==> src/rtl/lcd_disp_pkg.sv <==
// Shared definitions for the segment LCD buffer controller.
package lcd_disp_pkg;

    // Display mode codes; the numeric values are the software-visible encoding.
    typedef enum logic [2:0] {
        DM_NORMAL    = 3'd0,
        DM_OFF       = 3'd1,
        DM_ON        = 3'd2,
        DM_INV       = 3'd3,
        DM_BLINK     = 3'd4,
        DM_BLINK_INV = 3'd5,
        DM_SWAP      = 3'd6,
        DM_RSVD      = 3'd7
    } disp_mode_e;

endpackage

==> src/rtl/lcd_com_seq.sv <==
// Common sequencer and blink phase.
// Steps the active common modulo N_COM on each slot tick and flips the
// blink phase on each blink tick. Assumes the ticks are single-cycle strobes.
module lcd_com_seq #(
    parameter int N_COM = 4,
    parameter int CW    = 2
) (
    input  logic          clk,
    input  logic          rst_n,
    input  logic          slot_tick,
    input  logic          blink_tick,
    output logic [CW-1:0] com_idx,
    output logic [CW-1:0] com_next,
    output logic          blink_phase
);

    localparam logic [CW-1:0] LAST = CW'(N_COM - 1);

    // Index of the common that the next slot tick enters.
    always_comb begin
        com_next = (com_idx == LAST) ? '0 : com_idx + CW'(1);
    end

    // Common counter register.
    always_ff @(posedge clk) begin
        if (!rst_n)         com_idx <= '0;
        else if (slot_tick) com_idx <= com_next;
    end

    // Blink phase toggle.
    always_ff @(posedge clk) begin
        if (!rst_n)          blink_phase <= 1'b0;
        else if (blink_tick) blink_phase <= ~blink_phase;
    end

endmodule

==> src/rtl/lcd_row_store.sv <==
// User and frame buffers, one row per common.
// User rows take masked writes at any time. A frame row is loaded from its
// user row when latch_en names it; the value loaded is the one held before
// any write made in the same cycle. Out-of-range write rows are ignored.
module lcd_row_store #(
    parameter int N_COM = 4,
    parameter int N_SEG = 40,
    parameter int CW    = 2
) (
    input  logic             clk,
    input  logic             rst_n,
    input  logic             wr_en,
    input  logic [CW-1:0]    wr_com,
    input  logic [N_SEG-1:0] wr_data,
    input  logic [N_SEG-1:0] wr_mask,
    input  logic             latch_en,
    input  logic [CW-1:0]    latch_com,
    input  logic [CW-1:0]    rd_com,
    output logic [N_SEG-1:0] user_row,
    output logic [N_SEG-1:0] frame_row
);

    logic [N_SEG-1:0] user_q  [N_COM];
    logic [N_SEG-1:0] frame_q [N_COM];

    for (genvar g = 0; g < N_COM; g++) begin : g_row
        // Masked write into this user row.
        always_ff @(posedge clk) begin
            if (!rst_n)
                user_q[g] <= '0;
            else if (wr_en && (wr_com == CW'(g)))
                user_q[g] <= (user_q[g] & ~wr_mask) | (wr_data & wr_mask);
        end

        // Copy of this row into the frame buffer at its slot start.
        always_ff @(posedge clk) begin
            if (!rst_n)
                frame_q[g] <= '0;
            else if (latch_en && (latch_com == CW'(g)))
                frame_q[g] <= user_q[g];
        end
    end

    // Read both buffers at the active common.
    always_comb begin
        user_row  = user_q[rd_com];
        frame_row = frame_q[rd_com];
    end

endmodule

==> src/rtl/lcd_mode_mux.sv <==
// Output mode selection.
// Maps the stored rows, mode code and blink phase to the segment vector.
// Purely combinational; it never writes to the buffers.
module lcd_mode_mux
    import lcd_disp_pkg::*;
#(
    parameter int N_SEG = 40
) (
    input  logic [2:0]       mode,
    input  logic             blink_phase,
    input  logic [N_SEG-1:0] user_row,
    input  logic [N_SEG-1:0] frame_row,
    output logic [N_SEG-1:0] seg_on
);

    disp_mode_e mode_e;

    // Decode the mode and choose the pattern.
    always_comb begin
        mode_e = disp_mode_e'(mode);
        case (mode_e)
            DM_OFF:       seg_on = '0;
            DM_ON:        seg_on = '1;
            DM_INV:       seg_on = ~frame_row;
            DM_BLINK:     seg_on = blink_phase ? '0 : frame_row;
            DM_BLINK_INV: seg_on = blink_phase ? '0 : ~frame_row;
            DM_SWAP:      seg_on = blink_phase ? frame_row : user_row;
            default:      seg_on = frame_row;
        endcase
    end

endmodule

==> src/rtl/lcd_disp_ctrl.sv <==
// Segment LCD display buffer controller, top level.
// Connects the sequencer, the row store and the mode mux. On each slot tick
// the row of the common being entered is copied from user to frame buffer.
// Assumes slot_tick and blink_tick are single-cycle strobes from a divider.
module lcd_disp_ctrl #(
    parameter int  N_COM = 4,
    parameter int  N_SEG = 40,
    localparam int CW    = (N_COM > 1) ? $clog2(N_COM) : 1
) (
    input  logic             clk,
    input  logic             rst_n,
    input  logic             wr_en,
    input  logic [CW-1:0]    wr_com,
    input  logic [N_SEG-1:0] wr_data,
    input  logic [N_SEG-1:0] wr_mask,
    input  logic [2:0]       mode,
    input  logic             slot_tick,
    input  logic             blink_tick,
    output logic [CW-1:0]    com_idx,
    output logic [N_SEG-1:0] seg_on
);

    logic [CW-1:0]    com_next;
    logic             blink_phase;
    logic [N_SEG-1:0] user_row;
    logic [N_SEG-1:0] frame_row;

    lcd_com_seq #(.N_COM(N_COM), .CW(CW)) seq_i (
        .clk         (clk),
        .rst_n       (rst_n),
        .slot_tick   (slot_tick),
        .blink_tick  (blink_tick),
        .com_idx     (com_idx),
        .com_next    (com_next),
        .blink_phase (blink_phase)
    );

    lcd_row_store #(.N_COM(N_COM), .N_SEG(N_SEG), .CW(CW)) store_i (
        .clk       (clk),
        .rst_n     (rst_n),
        .wr_en     (wr_en),
        .wr_com    (wr_com),
        .wr_data   (wr_data),
        .wr_mask   (wr_mask),
        .latch_en  (slot_tick),
        .latch_com (com_next),
        .rd_com    (com_idx),
        .user_row  (user_row),
        .frame_row (frame_row)
    );

    lcd_mode_mux #(.N_SEG(N_SEG)) mux_i (
        .mode        (mode),
        .blink_phase (blink_phase),
        .user_row    (user_row),
        .frame_row   (frame_row),
        .seg_on      (seg_on)
    );

endmodule

==> config.mk <==
export PLATFORM = sky130hd
export DESIGN_NAME = lcd_disp_ctrl
export DESIGN_NICKNAME = d
export VERILOG_FILES = /design/src/rtl/lcd_disp_pkg.sv /design/src/rtl/lcd_com_seq.sv /design/src/rtl/lcd_row_store.sv /design/src/rtl/lcd_mode_mux.sv /design/src/rtl/lcd_disp_ctrl.sv
export SDC_FILE = /design/constraint.sdc
export NUM_CORES = 1
export LEC_CHECK = 0
export BUFFER_PORTS_ARGS = -buffer_cell sky130_fd_sc_hd__buf_2
export CAP_MARGIN = 20
export CORE_ASPECT_RATIO = 1.25
export CORE_UTILIZATION = 40
export CTS_CLUSTER_SIZE = 10
export DETAILED_ROUTE_END_ITERATION = 16
export PLACE_DENSITY = 0.71
export SETUP_SLACK_MARGIN = 0.3
export SYNTH_ARGS = -nofsm -noshare
export SYNTH_HDL_FRONTEND = slang
export SYNTH_SLANG_ARGS = --single-unit
==> constraint.sdc <==
create_clock -name clk -period 3.6 [get_ports clk]
set_input_delay 0 -clock clk [delete_from_list [all_inputs] [get_ports clk]]
set_output_delay 0 -clock clk [all_outputs]
set_load 0.03 [all_outputs]
After elaboration in Yosys (flattened, before gate mapping)
Memories as Yosys holds them, arrays and structs flattened. A register that Yosys moved wholly into a read port is not among the register bits.
Cells that the tools add are included.
{"block": "word_totals", "register_bits": 3, "ram_bits": 320, "input_bits": 90, "out_inout_bits": 42, "elab_cells": 90, "memories": 2}
{"block": "op_classes", "add_sub_neg": 1, "eq_ne": 13, "mux": 42, "bitwise": 20, "reduce_logical": 10}
{"memory": "store_i.frame_q", "depth": 4, "width": 40, "read_ports": 1, "rd_clocked_by_memory_dff": 1, "write_ports": 4, "line": "lcd_row_store.sv:24", "source": "logic [N_SEG-1:0] frame_q [N_COM];"}
{"memory": "store_i.user_q", "depth": 4, "width": 40, "read_ports": 5, "rd_clocked_by_memory_dff": 1, "write_ports": 4, "line": "lcd_row_store.sv:23", "source": "logic [N_SEG-1:0] user_q [N_COM];"}
{"op": "40-bit 2-to-1 mux", "count": 11}
{"op": "40-bit case mux with 6 select lines", "count": 1}
{"op": "40-bit bitwise AND", "count": 5}
{"op": "40-bit bitwise OR", "count": 4}
{"op": "40-bit inverter", "count": 2}
{"op": "1-bit 2-to-1 mux", "count": 25}
{"op": "2-bit == test (second input constant)", "count": 5}
{"op": "2-bit 2-to-1 mux", "count": 5}
{"op": "3-bit == test (second input constant)", "count": 3}
{"op": "1-bit logical AND", "count": 8}
{"op": "1-bit bitwise OR", "count": 8}
{"op": "3-bit by 2-bit == test with 1-bit output (second input constant)", "count": 2}
{"op": "2-bit by 1-bit == test with 1-bit output (second input constant)", "count": 2}
{"op": "2-bit logical NOT", "count": 2}
{"op": "3-bit by 1-bit == test with 1-bit output (second input constant)", "count": 1}
{"op": "2-bit by 1-bit adder with 2-bit output (second input constant)", "count": 1}
{"op": "1-bit inverter", "count": 1}

Longest topological paths before layout
Gate-level depths: netlist (run 1).
{"block": "depth", "ltp_word": 8, "mapped_depth": 6}

By module
Synthesis (run 1) repeated with hierarchy kept, for this count alone.
{"block": "unflattened", "cells_unflattened": 1336, "area_unflattened_um2": 17817.1}
{"module": "lcd_row_store", "n_inst": 1, "cells_each": 993, "area_each_um2": 14861.8}
{"module": "lcd_mode_mux", "n_inst": 1, "cells_each": 332, "area_each_um2": 2830.2}
{"module": "lcd_com_seq", "n_inst": 1, "cells_each": 11, "area_each_um2": 125.1}

Worst setup path after synthesis (run 1)
OpenSTA, ideal clock, no wires.
{"block": "synth_timing", "kind": "input to register", "start": "input port wr_en", "end": "memory store_i.user_q[0][0], enable pin", "t_arrival_ps": 3104, "t_required_ps": 3107, "setup_slack_ps": 3, "stages": 3, "n_path_buf": 0, "path_cell_list": "nor2b_1 -> inv_1 -> o21ai_0"}
{"item": "start, declared", "line": "lcd_disp_ctrl.sv:12", "source": "input logic wr_en,"}
{"item": "end, declared", "line": "lcd_row_store.sv:23"}

==> results of run 1 <==
==> sequential cells by signal, summed over array words and instances (netlist names), named ones only <==
register	flops
seq_i.blink_phase	1
store_i.frame_q	160
seq_i.com_idx	2
store_i.user_q	160
==> power by group <==
part           total, mW  leakage (nW)  switching [mW]  internal, mW
Clock               3.53         0.523            1.47          2.06
Combinational       1.47          3.30           0.890         0.582
Sequential          4.53          3.40           0.131          4.40
Total               9.52          7.23            2.49          7.04
==> stage by stage <==
| stage | power [mW] | instances | utilization | setup WS [ns] | cell area (µm²) |
|---|---|---|---|---|---|
| finish | 9.52 | 2000 | 0.507 | 0.691 | 20000 |
| global route | 9.78 | 2000 | 0.507 | 0.522 | 20000 |
| CTS | 9.55 | 2000 | 0.507 | 0.646 | 20000 |
| detailed placement | 5.96 | 1792 | 0.441 | 1.22 | 17400 |
| global placement | 5.93 | 1792 | 0.441 | 1.22 | 17400 |
| floorplan | 5.46 | 1205 | - | 1.08 | 16100 |
==> cell families (layout without fill, tap and decap cells) <==
group	Yosys count	after routing	share of synthesized area
XOR/XNOR	2	2	0.00109
flip-flops	325	325	0.603
adder cells (fa/ha/maj)	4	4	0.00311
AO/OA/AOI/OAI	243	243	0.0947
AND/OR/NAND/NOR	469	469	0.161
multiplexers	82	82	0.113
buffers and inverters	80	377	0.0232
==> cell type report <==
cell class / count / area, µm² / area share
Tap cell: 498 / 623 / 0.0312
Timing Repair Buffer: 316 / 2460 / 0.123
Clock inverter: 1 / 7.51 / 0.000375
Inverter: 4 / 15.0 / 0.000751
Clock buffer: 56 / 1080 / 0.0541
Multi-Input combinational cell: 800 / 6090 / 0.305
Sequential cell: 325 / 9720 / 0.486
==> layout by cell type, fill, tap and decap left out <==
master / n
clkbuf_16: 41
nand2_2: 7
nand4bb_2: 1
buf_4: 31
nor3_2: 2
nand3_2: 2
inv_1: 3
a221oi_2: 1
a21oi_1: 160
o21ai_4: 2
dlygate4sd3_1: 151
nand2_1: 86
buf_12: 3
mux4_1: 1
and2_1: 161
o22ai_4: 1
nor2_1: 41
xor2_1: 1
dfxtp_1: 3
o311ai_1: 40
nand2b_1: 160
a221oi_1: 39
clkbuf_1: 15
dfxtp_4: 2
edfxtp_1: 320
nand4_1: 1
inv_2: 1
buf_2: 131
mux4_2: 79
mux2i_1: 2
and3_1: 4
nand3_1: 1
clkinvlp_4: 1
xnor2_1: 1
nor2b_1: 3
ha_1: 4
==> worst max-delay path by stage <==
stage,from,depth (start not counted),slack (ns),endpoint
global placement,flop,4,1.22,seg_on[19]
floorplan,wr_en,3,1.08,store_i.user_q[0][0]
finish,flop,4,0.69,seg_on[19]
CTS,flop,5,0.65,seg_on[21]
detailed placement,flop,5,1.22,seg_on[21]
global route,flop,5,0.52,seg_on[20]
==> metal layers <==
layer	vias up	routed length, µm	track usage
met2	632	23300	0.397
li1	5119	-	-
met4	0	1100	0.0776
met1	5883	18800	0.304
met3	84	4100	0.0329
met5	-	0	0
==> flow_summary.json, run 1 <==
{
  "run_status": "complete, no violations",
  "syn_area_per_cell_um2": 13.4,
  "place_hpwl_um": 26100,
  "r2r_slack_ns": 1.53,
  "cts_made_buffers": 38,
  "clk_latency_ns": 0.54,
  "root_buffer": "clkbuf_16",
  "post_cts_resized": 0,
  "cts_sinks": 325,
  "min-delay-start": "wr_com[0]",
  "grt-ovfl-total": 0,
  "hp-class": "input port to flop",
  "synth_ff_type": "edfxtp_1",
  "grt_usage": 0.232,
  "yosysMostFrequentCell": "edfxtp_1",
  "num_antenna_cells": 0,
  "yosysTopAreaCellShare": 0.597,
  "synth.net_count": 1299,
  "worst_r2r_path_depth": 5,
  "path_cells": "buf_4, mux4_2, o311ai_1, buf_2",
  "report.final.slew_viol_count": 0,
  "hold_end": "store_i.user_q[2][32]",
  "cp_max_fo": 27,
  "tns_ns": 0,
  "synth_cell_types": 28,
  "critPathTopFamily": "buffers and inverters",
  "crit_required_ns": 3.60,
  "drt_iter0_drc": 1223,
  "finalNetCount": 1579,
  "min_path_cells": 2,
  "clk_pin_slew_worst_paths_ns": 0.06,
  "antenna_found_initial": 0,
  "cap_violations": 0,
  "die_h_um": 226,
  "grt_max_degree": 43,
  "fin_skew_ns": 0.0147,
  "rr_startpoint": "seq_i.com_idx[0]",
  "worst-path-buf-inv": 2,
  "antenna_left": 0,
  "vias": 11700,
  "tightest_slew_ns": 0.912,
  "worstSetupEndpointType": "output port",
  "syn_inst": 1205,
  "power_density_nw_per_um2": 476,
  "grt_pass1_vias": 12000,
  "syn-cell-area_um2": 16100,
  "viasPerCell": 5.86,
  "drcViolationCount": 0,
  "hold_viol": 0,
  "synth-warning-count": 0,
  "ys_top_cells_by_count": "edfxtp_1 (320), and2_1 (161), a21oi_1 (160), nand2b_1 (160), nand2_1 (93)",
  "synthTopCellsByArea": "edfxtp_1 (60%), mux4_2 (11%), and2_1 (6.3%)",
  "synthArstFlopShare": 0,
  "holdWs_ns": 0.161,
  "clockBufferDepth": 3,
  "dr.pass1.iters": 6,
  "setup-violations-final": 0,
  "cts_htree_levels": 2,
  "timing.final.crit_share": 0.808,
  "slew_headroom": 0.390,
  "clock.fmax_ghz": 0.344,
  "filler_cell_count": 3325,
  "totalWireLength_um": 47200,
  "globalplace.congestion": 0.767,
  "io_buffers": 131,
  "min_period_ns": 2.91,
  "initial_utilization": 0.408,
  "ys_seq_elements": 325,
  "yosys.area.top_type": "edfxtp_1",
  "p_leak_nw": 7.23,
  "area_delta_synth_final_pct": 24.2,
  "cts_setup_buffers": 0,
  "grt_pass1_wl_um": 71100,
  "synth_seq_area_share": 0.603,
  "rsz0062_at_grt": "false",
  "start_kind": "flop",
  "cpPeakStageDelay_ns": 0.64,
  "die_w_um": 181,
  "drive_gt1_frac": 0.203,
  "vdd_drop_max_mv": 0.239,
  "setup.worst_path.class": "flop to output port",
  "io_pins": 132,
  "critPathArrivalTime_ns": 2.91,
  "post_drt_wl_per_cell_um": 23.6,
  "cp_slowest_cell": "dfxtp_4",
  "cts_tree": "built",
  "timing.rr.end": "store_i.frame_q[1][34]",
  "core-area_um2": 39400,
  "synth-edff-count": 320,
  "num_rows": 81,
  "dieArea_um2": 41100,
  "cts-hold-fix-buffers": 151
}
No activity file was read; power rests on OpenSTA's default activity.
==> run 2, diff against run 1 <==
==> constraint.sdc (replaced) <==
create_clock -name clk -period 2.5 [get_ports clk]
set_input_delay 0 -clock clk [delete_from_list [all_inputs] [get_ports clk]]
set_output_delay 0 -clock clk [all_outputs]
set_load 0.03 [all_outputs]
==> run 2 against run 1 <==
Against the previous run: power is 49% higher; the flow now finishes with violations (negative setup slack); die area is the same; final cell count increased by 1.9%; first-iteration DRC count is 4.2% lower; critical path depth is 3 higher; hold slack got worse by 0.0094 ns; largest power group unchanged; cell area grew 5.7%.
==> flow_summary.json, run 2 (same netlist as run 1, synthesis figures left out) <==
{
  "report.final.slew_viol_count": 0,
  "drive_gt1_frac": 0.254,
  "fin_skew_ns": 0.0139,
  "power_density_nw_per_um2": 669,
  "switching_share": 0.264,
  "dr.pass1.iters": 7,
  "timing.rr.end": "store_i.frame_q[3][30]",
  "grt_usage": 0.245,
  "core-area_um2": 39400,
  "totalWireLength_um": 50300,
  "switchingPower_mw": 3.73,
  "final_common_cell": "edfxtp_1",
  "route.met2.wl_um": 25400,
  "holdWs_ns": 0.151,
  "rr_startpoint": "seq_i.com_idx[0]",
  "grt_max_degree": 41,
  "cts_tree": "built",
  "drcViolationCount": 0,
  "clk_pin_slew_worst_paths_ns": 0.05,
  "tightest_slew_ns": 1.07,
  "crit_required_ns": 2.50,
  "drt-met1-wl_um": 18800,
  "clock.fmax_ghz": 0.384,
  "antenna_found_initial": 2,
  "setup.worst_path.class": "flop to output port",
  "min_period_ns": 2.60,
  "dp_slack_ns": 0.339,
  "timing.final.crit_share": 1.04,
  "violations": "negative setup slack",
  "vias": 11900,
  "io_buffers": 131,
  "cap_violations": 0,
  "setup_ws_ns": -0.101,
  "die_h_um": 226,
  "cellInternalPower_mw": 10.4,
  "sequentialPowerShare": 0.459,
  "setup-violations-final": 16,
  "critPathArrivalTime_ns": 2.60,
  "hold_viol": 0,
  "initial_utilization": 0.408,
  "p_leak_nw": 7.66,
  "rsz0062_at_grt": "true",
  "cts_htree_levels": 2,
  "run_status": "finished with violations",
  "start_kind": "flop",
  "final_core_util": 0.536,
  "crit_end": "seg_on[4]",
  "reg_top3": "store_i.frame_q (160), store_i.user_q (160), seq_i.com_idx (2)",
  "design_area_um2": 21100,
  "num_rows": 81,
  "drt_iter0_drc": 1172,
  "worst_r2r_path_depth": 4,
  "slew_headroom": 0.288,
  "die_w_um": 181,
  "area_delta_synth_final_pct": 31.3,
  "cp_max_fo": 8,
  "pwr-share-clk": 0.356,
  "p_total_mw": 14.2,
  "place_area_um2": 17600,
  "post_drt_wl_per_cell_um": 24.7,
  "cts_sinks": 325,
  "hp-class": "input port to flop",
  "clk_latency_ns": 0.54,
  "clockBufferDepth": 3,
  "final_cell_mix": "edfxtp_1 (320), and2_1 (161), a21oi_1 (160), nand2b_1 (160), dlygate4sd3_1 (158)",
  "antenna_left": 0,
  "viasPerCell": 5.83,
  "grt-ovfl-total": 0,
  "globalplace.congestion": 0.785,
  "routed.top_layer": "met4",
  "cts_made_buffers": 38,
  "dr_wl_met3_um": 4260,
  "root_buffer": "clkbuf_16",
  "vdd_drop_max_mv": 0.377,
  "comb_power_share": 0.185,
  "io_pins": 132,
  "dieArea_um2": 41100,
  "r2r_slack_ns": 0.55,
  "finalNetCount": 1617,
  "worstSetupEndpointType": "output port",
  "grt_pass1_wl_um": 73900,
  "grt_pass1_vias": 12200,
  "place_hpwl_um": 27100
}
## run 2: changes by cell type in the layout (fill, tap and decap cells not counted), sizes merged
cell and delta:
diode +1, clkinvlp -1, inv +1, bufinv +1, dlygate4sd3 +7, buf +29
## run 2: per-layer routing
layer	GRT usage	vias up
met1	0.302	5937
li1	-	5204
met2	0.425	620
met5	0	-
met4	0.103	0
met3	0.0450	129
## run 2: worst min-delay path by stage
stage	slack [ns]	depth (start not counted)	to	from
after global routing	0.16	3	store_i.user_q[0][10]	wr_com[0]
after floorplan	0.23	2	seq_i.blink_phase	blink_tick
final	0.15	3	store_i.user_q[1][7]	wr_com[0]
after CTS	0.11	3	store_i.user_q[0][10]	wr_com[0]
after detailed placement	0.34	3	seq_i.blink_phase	blink_tick
after global placement	0.35	3	seq_i.blink_phase	blink_tick
## run 2: layout make-up
type,instances,area [µm²]
Fill cell,3205,18300
Sequential cell,325,9720
Multi-Input combinational cell,800,6470
Timing Repair Buffer,354,3250
Clock buffer,54,1030
Tap cell,498,623
Clock inverter,2,38.8
Inverter,4,15.0
Antenna cell,1,2.50
## run 2: what timing repair did
| item | 4_1_cts | 5_1_grt |
|---|---|---|
| hold endpoints to repair | 165 | 0 |
| endpoints found under the setup margin | 40 | 48 |
| hold buffers | 158 | 0 |
| gates cloned | 6 | 2 |
| setup buffers | 14 | 5 |
| pin swaps | 18 | 27 |
| resized for setup | 71 | 44 |
## run 2: power groups by stage
stage | registers (mW) | logic [mW] | clock network (mW)
CTS | 6.49 | 2.48 | 5.08
detailed placement | 6.62 | 2.03 | 0
global placement | 6.60 | 2.01 | 0
floorplan | 6.54 | 1.32 | 0
global route | 6.53 | 2.75 | 5.26
finish | 6.50 | 2.62 | 5.03
## run 2: through the flow
step,instances,TNS [ns]
2_1_floorplan,1205,0
3_3_place_gp,1796,0
3_5_place_dp,1796,0
4_1_cts,2030,-1.10
5_1_grt,2038,-2.78
6_report,2038,-0.828
## run 2: critical path, stage by stage, from the launching register on
cell and delay, ns:
dfxtp_4 0.37, buf_12 0.15, buf_12 0.13, buf_16 0.14, mux4_2 0.52, a221oi_2 0.33
o311ai_2 0.20, buf_4 0.23
